`src/rtl/servo_pwm.sv`:
```
module servo_pwm #(
  parameter int PRESCALE     = 50,
  parameter int FRAME_TICKS  = 20000,
  parameter int MIN_TICKS    = 840,
  parameter int MAX_TICKS    = 1960,
  parameter int CENTER_TICKS = 1400,
  parameter int CMD_W        = 15
) (
  input  logic             clk,
  input  logic             rst_n,
  input  logic [CMD_W-1:0] pos_cmd,
  output logic             pwm_out
);
  localparam int PRE_W  = (PRESCALE > 1) ? $clog2(PRESCALE) : 1;
  localparam int TICK_W = $clog2(FRAME_TICKS);
  localparam logic [CMD_W-1:0]  CMD_LO   = CMD_W'(MIN_TICKS);
  localparam logic [CMD_W-1:0]  CMD_HI   = CMD_W'(MAX_TICKS);
  localparam logic [TICK_W-1:0] TICK_LO  = TICK_W'(MIN_TICKS);
  localparam logic [TICK_W-1:0] TICK_HI  = TICK_W'(MAX_TICKS);
  localparam logic [TICK_W-1:0] TICK_MID = TICK_W'(CENTER_TICKS);
  localparam logic [TICK_W-1:0] TICK_END = TICK_W'(FRAME_TICKS - 1);

  logic              tick;
  logic [TICK_W-1:0] tick_cnt;
  logic [TICK_W-1:0] width_q;
  logic [TICK_W-1:0] width_d;
  logic              frame_end;

  generate
    if (PRESCALE > 1) begin : g_div
      localparam logic [PRE_W-1:0] PRE_END = PRE_W'(PRESCALE - 1);
      logic [PRE_W-1:0] pre_cnt;
      always_ff @(posedge clk) begin
        if (!rst_n || pre_cnt == PRE_END) pre_cnt <= '0;
        else                              pre_cnt <= pre_cnt + 1'b1;
      end
      assign tick = (pre_cnt == PRE_END);
    end else begin : g_nodiv
      assign tick = 1'b1;
    end
  endgenerate

  assign frame_end = tick && (tick_cnt == TICK_END);

  always_comb begin
    if (pos_cmd < CMD_LO)      width_d = TICK_LO;
    else if (pos_cmd > CMD_HI) width_d = TICK_HI;
    else                       width_d = TICK_W'(pos_cmd);
  end

  always_ff @(posedge clk) begin
    if (!rst_n) begin
      tick_cnt <= '0;
      width_q  <= TICK_MID;
    end else if (frame_end) begin
      tick_cnt <= '0;
      width_q  <= width_d;
    end else if (tick) begin
      tick_cnt <= tick_cnt + 1'b1;
    end
  end

  assign pwm_out = (tick_cnt < width_q);
endmodule

```
`config.mk`:
```
export PLATFORM = sky130hd
export DESIGN_NAME = servo_pwm
export DESIGN_NICKNAME = d
export VERILOG_FILES = /design/src/rtl/servo_pwm.sv
export SDC_FILE = /design/constraint.sdc
export NUM_CORES = 1
export LEC_CHECK = 0
export BUFFER_PORTS_ARGS = -buffer_cell sky130_fd_sc_hd__buf_2
export CAP_MARGIN = 20
export CORE_UTILIZATION = 45
export DETAILED_ROUTE_END_ITERATION = 8
export GPL_ROUTABILITY_DRIVEN = 0
export MAX_ROUTING_LAYER = met4
export PLACE_DENSITY = 0.74
export SETUP_SLACK_MARGIN = 0.4
export SLEW_MARGIN = 30
export SYNTH_ARGS = -nofsm -noshare
export SYNTH_HDL_FRONTEND = slang
export SYNTH_SLANG_ARGS = --single-unit
```
`constraint.sdc`:
```
create_clock -name clk -period 1.9 [get_ports clk]
set_input_delay 0.285 -clock clk [delete_from_list [all_inputs] [get_ports clk]]
set_output_delay 0.285 -clock clk [all_outputs]
set_load 0.01 [all_outputs]
```
==> impl_metrics.json, run 1 <==
{
  "outcome": "finished with violations",
  "violations": "negative setup slack",
  "crit_path_start_kind": "flop",
  "mostFrequentLayoutCells": "nor2_1 (31), dfxtp_1 (23), buf_2 (17)",
  "slew_headroom_pct": 66.2,
  "ant_nets": 0,
  "die_w_um": 66.9,
  "synth_compound_area_share_pct": 12.0,
  "grt-ovfl-total": 0,
  "synth_fa_ha_area_share_pct": 11.7,
  "power.density_mw_per_mm2": 563,
  "cts_buffers": 5,
  "synth_nets": 251,
  "clk_pin_slew_ns": 0.07,
  "die_area_mm2": 0.00448,
  "synth.cell_area_mm2": 0.00190,
  "fmaxAchievable_ghz": 0.518,
  "ys_seq_area_share_pct": 38.0,
  "hold_viol": 0,
  "synth_edf_count": 0,
  "holdBufCountCts": 0,
  "grt_pass1_wl_mm": 7.58,
  "fin_skew_ns": 0.00742,
  "period_needed_ns": 1.93,
  "setup_viol": 1,
  "synth_warnings": 0,
  "p_leak_nw": 1.01,
  "core_mm2": 0.00403,
  "clock_latency_ns": 0.30,
  "drive_gt1_share_pct": 33.9,
  "synth_area_leaders": "dfxtp_1 (38%), ha_1 (11%), xor2_1 (6.5%)",
  "synthSimpleGateAreaFrac_pct": 24.5,
  "yosys.area.top_type": "dfxtp_1",
  "drc": 0,
  "mostFrequentLayoutCell": "nor2_1",
  "vias_per_cell": 5.52,
  "post-dp-hpwl_mm": 2.82,
  "worstPathArrival_ns": 1.65,
  "syn_inst": 217,
  "path_max_fanout": 4,
  "root_buffer": "clkbuf_8",
  "final_util_pct": 60.3,
  "grt_pass1_vias": 1664,
  "io-pin-count": 18,
  "grt_max_degree": 15,
  "vdd.ir_drop.worst_mv": 0.570,
  "ys.flop_type": "dfxtp_1",
  "htreeDepth": 2,
  "setup_slack_ns": -0.0313,
  "drt-initial-drc-count": 58,
  "power_mw": 1.37,
  "final.period_utilization_pct": 102,
  "cts_num_sinks": 36,
  "port_buffers": 17,
  "cts.path.max_buffers": 2,
  "die_h_um": 66.9,
  "synth_area_per_cell_um2": 8.75,
  "tightest_slew_ns": 0.503,
  "synthXorXnorAreaFrac_pct": 8.31,
  "muxShareOfSynthArea_pct": 0,
  "hold_class": "input port to flop",
  "end_kind": "output pin",
  "critical_path_class": "flop to output pin",
  "final_nets": 285,
  "grt_use_total_pct": 23.9,
  "antenna_cells": 0,
  "num_vias": 1663,
  "antenna_found_initial": 0,
  "drtPass1Iterations": 4,
  "synthDistinctLibCells": 40,
  "syn2layout_area_growth_pct": 27.9,
  "row_count": 23,
  "drt-wirelength-per-cell_um": 14.7,
  "rsz0062_at_grt": "true",
  "synth-async-reset-ratio_pct": 0,
  "initial_core_util_pct": 47.1,
  "tritoncts": "yes",
  "drt-total-wl_mm": 4.41,
  "slew_violations": 0,
  "ys_ff_latch": 36,
  "cp_data_required_time_ns": 1.62,
  "synthDominantCellAreaShare_pct": 38.0,
  "maxCapViolCount": 0,
  "synth_top_family_by_area": "simple AND/OR/NAND/NOR gates"
}
## where the power goes
part | internal (mW) | switching [mW] | total [mW]
combinational | 0.0348 | 0.0534 | 0.0882
sequential | 0.755 | 0.00598 | 0.761
clock | 0.249 | 0.270 | 0.519
total | 1.04 | 0.329 | 1.37
## through the flow
stage | cell area, µm² | setup WS [ns] | cells | setup TNS [ns] | hold WS (ns)
after floorplan | 1950 | 0.162 | 217 | 0 | 0.419
after global placement | 2100 | 0.161 | 285 | 0 | 0.435
after detailed placement | 2100 | 0.0923 | 285 | 0 | 0.436
after CTS | 2390 | -0.00414 | 301 | -0.00414 | 0.246
after global routing | 2430 | -0.110 | 301 | -0.141 | 0.262
final | 2430 | -0.0313 | 301 | -0.0313 | 0.247
## flip-flops by register name, summed over array words and instances (netlist names)
register       count
g_div.pre_cnt      6
tick_cnt          15
width_q           15
## routing by layer
metal	routed length [µm]	GRT usage, %	share of wire (%)	vias to the layer above
met3	219	5.48	5.0	12
met1	2030	29.0	46	776
met2	2050	37.1	46	33
met5	0	-	0	-
li1	-	-	-	842
met4	112	11.7	2.5	0
## final timing paths
path	slack (ns)	cells after the start	endpoint	startpoint
max reg2reg	0.08	8	width_q[7]	tick_cnt[12]
min reg2reg	0.45	2	width_q[13]	width_q[13]
max	-0.03	5	pwm_out	tick_cnt[13]
min	0.25	3	width_q[0]	pos_cmd[0]
## cell usage after synthesis, types with 4 or more instances
master,n
nor4_1,4
a21oi_1,7
xor2_1,14
nand4_1,9
nor2_1,31
xnor2_1,4
a21o_1,4
o21ai_0,8
inv_1,16
nor3_1,4
dfxtp_1,36
and3_1,4
nand3_1,11
nand2_1,15
ha_1,17
## worst max-delay path, cell delays in order (launching register included)
cell	delay (ns)
dfxtp_1	0.36
ha_1	0.32
nand4_1	0.14
nor3_1	0.30
a21oi_2	0.09
buf_2	0.15
## kinds of logic (layout without fill, tap and decap cells)
kind of cell | after synthesis | after routing
xor+xnor | 18 | 18
simple gates | 90 | 94
compound gates | 33 | 33
flops | 36 | 36
buf+inv | 22 | 52
fa+ha+maj | 18 | 18
## final cells by class
cell class | count | area (µm²)
fill | 339 | 1600
clock inverter | 1 | 5.00
timing repair buffer | 28 | 168
inverter | 17 | 63.8
multi-input combinational | 163 | 1310
tap | 50 | 62.6
sequential | 36 | 747
clock buffer | 6 | 72.6
## timing repair
| action | CTS | global route |
|---|---|---|
| resized for setup | 29 | 12 |
| gates cloned | 4 | 0 |
| setup buffers | 5 | 0 |
| pin swaps | 15 | 4 |
| endpoints found under the setup margin | 29 | 29 |
Power figures use the tool's default switching activity.
==> run 2: changes to the inputs <==
CELL_PAD_IN_SITES_DETAIL_PLACEMENT = 0   (was default)
CELL_PAD_IN_SITES_GLOBAL_PLACEMENT = 1   (was default)
CORE_UTILIZATION = 40   (was 45)
PLACE_DENSITY = 0.83   (was 0.74)
==> run 2 against run 1 <==
The run still ends with negative setup slack left. Via count is 0.42% higher. Cell count up 1.7%. Final area increased by 9.1%. Power increased by 5.4%. Critical path type unchanged. Highest routed layer unchanged.
==> impl_metrics.json, run 2 (synthesis gave the netlist of run 1 again) <==
{
  "outcome": "finished with violations",
  "violations": "negative setup slack",
  "hold_start": "pos_cmd[0]",
  "root_buffer": "clkbuf_8",
  "mostFrequentLayoutCells": "dfxtp_1 (23), nor2_1 (22), buf_2 (17)",
  "hold_class": "input port to flop",
  "io-pin-count": 18,
  "drc": 0,
  "core_mm2": 0.00444,
  "fin_cells": 306,
  "mostFrequentLayoutCell": "dfxtp_1",
  "end_kind": "output pin",
  "drtPass1Iterations": 6,
  "port_buffers": 17,
  "die_area_mm2": 0.00502,
  "vias_per_cell": 5.46,
  "setup_viol": 1,
  "crit_path_start_kind": "flop",
  "die_w_um": 70.9,
  "p_leak_nw": 1.07,
  "power.density_mw_per_mm2": 544,
  "drt-wirelength-per-cell_um": 15.1,
  "hold_path_depth": 3,
  "timing.setup.tns_ns": -0.0171,
  "grt_use_total_pct": 18.4,
  "clk_pin_slew_ns": 0.07,
  "largest_registers": "tick_cnt: 15 flops, width_q: 15 flops, g_div.pre_cnt: 6 flops",
  "r2r_cells": 7,
  "drive_gt1_share_pct": 42.1,
  "rsz0062_at_grt": "true",
  "cts_buffers": 5,
  "slew_violations": 0,
  "period_needed_ns": 1.92,
  "rr_startpoint": "tick_cnt[12]",
  "antenna_found_initial": 0,
  "post-dp-hpwl_mm": 2.89,
  "maxCapViolCount": 0,
  "tightest_slew_ns": 0.467,
  "fmaxAchievable_ghz": 0.522,
  "ant_nets": 0,
  "setup_slack_ns": -0.0171,
  "critical_path_class": "flop to output pin",
  "initial_core_util_pct": 42.7,
  "grt_pass1_wl_mm": 6.93,
  "grt-ovfl-total": 0,
  "cts_num_sinks": 36,
  "holdBufCountCts": 0,
  "syn2layout_area_growth_pct": 39.6,
  "fin_area_mm2": 0.00265,
  "antenna_cells": 0,
  "tritoncts": "yes",
  "dp.cells": 288,
  "slew_headroom_pct": 68.7,
  "clock_latency_ns": 0.28,
  "whs_endpoint": "width_q[0]",
  "placed_area_mm2": 0.00211,
  "final.period_utilization_pct": 101,
  "cp_data_required_time_ns": 1.62,
  "final_nets": 288,
  "drt-initial-drc-count": 127,
  "fin_skew_ns": 0.00655,
  "row_count": 24,
  "regToRegSetupSlack_ns": 0.09,
  "worstPathArrival_ns": 1.63,
  "cts.path.max_buffers": 2,
  "path_max_fanout": 2,
  "die_h_um": 70.9,
  "r2r_end": "tick_cnt[10]",
  "grt_pass1_vias": 1534,
  "holdWs_ns": 0.278,
  "hold_viol": 0,
  "vdd.ir_drop.worst_mv": 0.408,
  "drt-total-wl_mm": 4.63,
  "num_vias": 1670,
  "final_util_pct": 59.6,
  "htreeDepth": 2,
  "grt_max_degree": 14
}
==> run 2: cell types whose count changed in the layout (fill, tap and decap cells not counted), sizes merged <==
cell	previous run	this run
clkinv	2	1
or3	4	3
clkbuf	6	8
buf	28	31
==> run 2: critical path: stages, from the launching register on <==
cell     delay, ns
dfxtp_1       0.34
inv_2         0.06
ha_4          0.27
nand2_1       0.05
o21ai_1       0.18
a21oi_2       0.10
o21ai_2       0.16
a21oi_2       0.06
buf_2         0.13
==> run 2: metrics by stage <==
stage,setup slack (ns),power [mW]
detailed placement,0.0988,0.860
global route,-0.106,1.49
finish,-0.0171,1.44
floorplan,0.162,0.824
global placement,0.140,0.860
CTS,-0.00268,1.44
==> run 2: report_power, final <==
group | switching, mW | total, mW | internal [mW] | leakage [nW]
logic | 0.0612 | 0.0962 | 0.0350 | 0.719
registers | 0.00588 | 0.762 | 0.756 | 0.297
clock network | 0.260 | 0.583 | 0.323 | 0.0503
==> run 2: worst max path at each step <==
stage / startpoint / slack [ns] / to / cells after the start
3_5_place_dp: pos_cmd[14] / 0.1 / width_q[8] / 5
2_1_floorplan: g_div.pre_cnt[1] / 0.16 / width_q[3] / 9
4_1_cts: tick_cnt[12] / -0.003 / pwm_out / 7
5_1_grt: width_q[1] / -0.11 / pwm_out / 8
3_3_place_gp: pos_cmd[14] / 0.14 / width_q[8] / 5
6_report: width_q[2] / -0.02 / pwm_out / 8
==> run 2: routing by layer <==
layer	vias to the layer above	GRT usage, %	wire length, µm
met1	803	23.4	2090
met2	15	28.6	2390
met4	0	6.67	63
li1	847	-	-
met3	5	4.27	82
met5	-	-	0
==> run 2: area by class of cell <==
| type | instances | area, µm² |
|---|---|---|
| Timing Repair Buffer | 32 | 241 |
| Clock buffer | 7 | 96.3 |
| Tap cell | 52 | 65.1 |
| Inverter | 17 | 63.8 |
| Fill cell | 386 | 1800 |
| Multi-Input combinational cell | 162 | 1440 |
| Sequential cell | 36 | 744 |
==> run 2: what timing repair did <==
item,4_1_cts,5_1_grt
buffers inserted,5,2
endpoints found under the setup margin,29,29
gates resized for setup,27,46
pin swaps,9,15
cloned,2,2
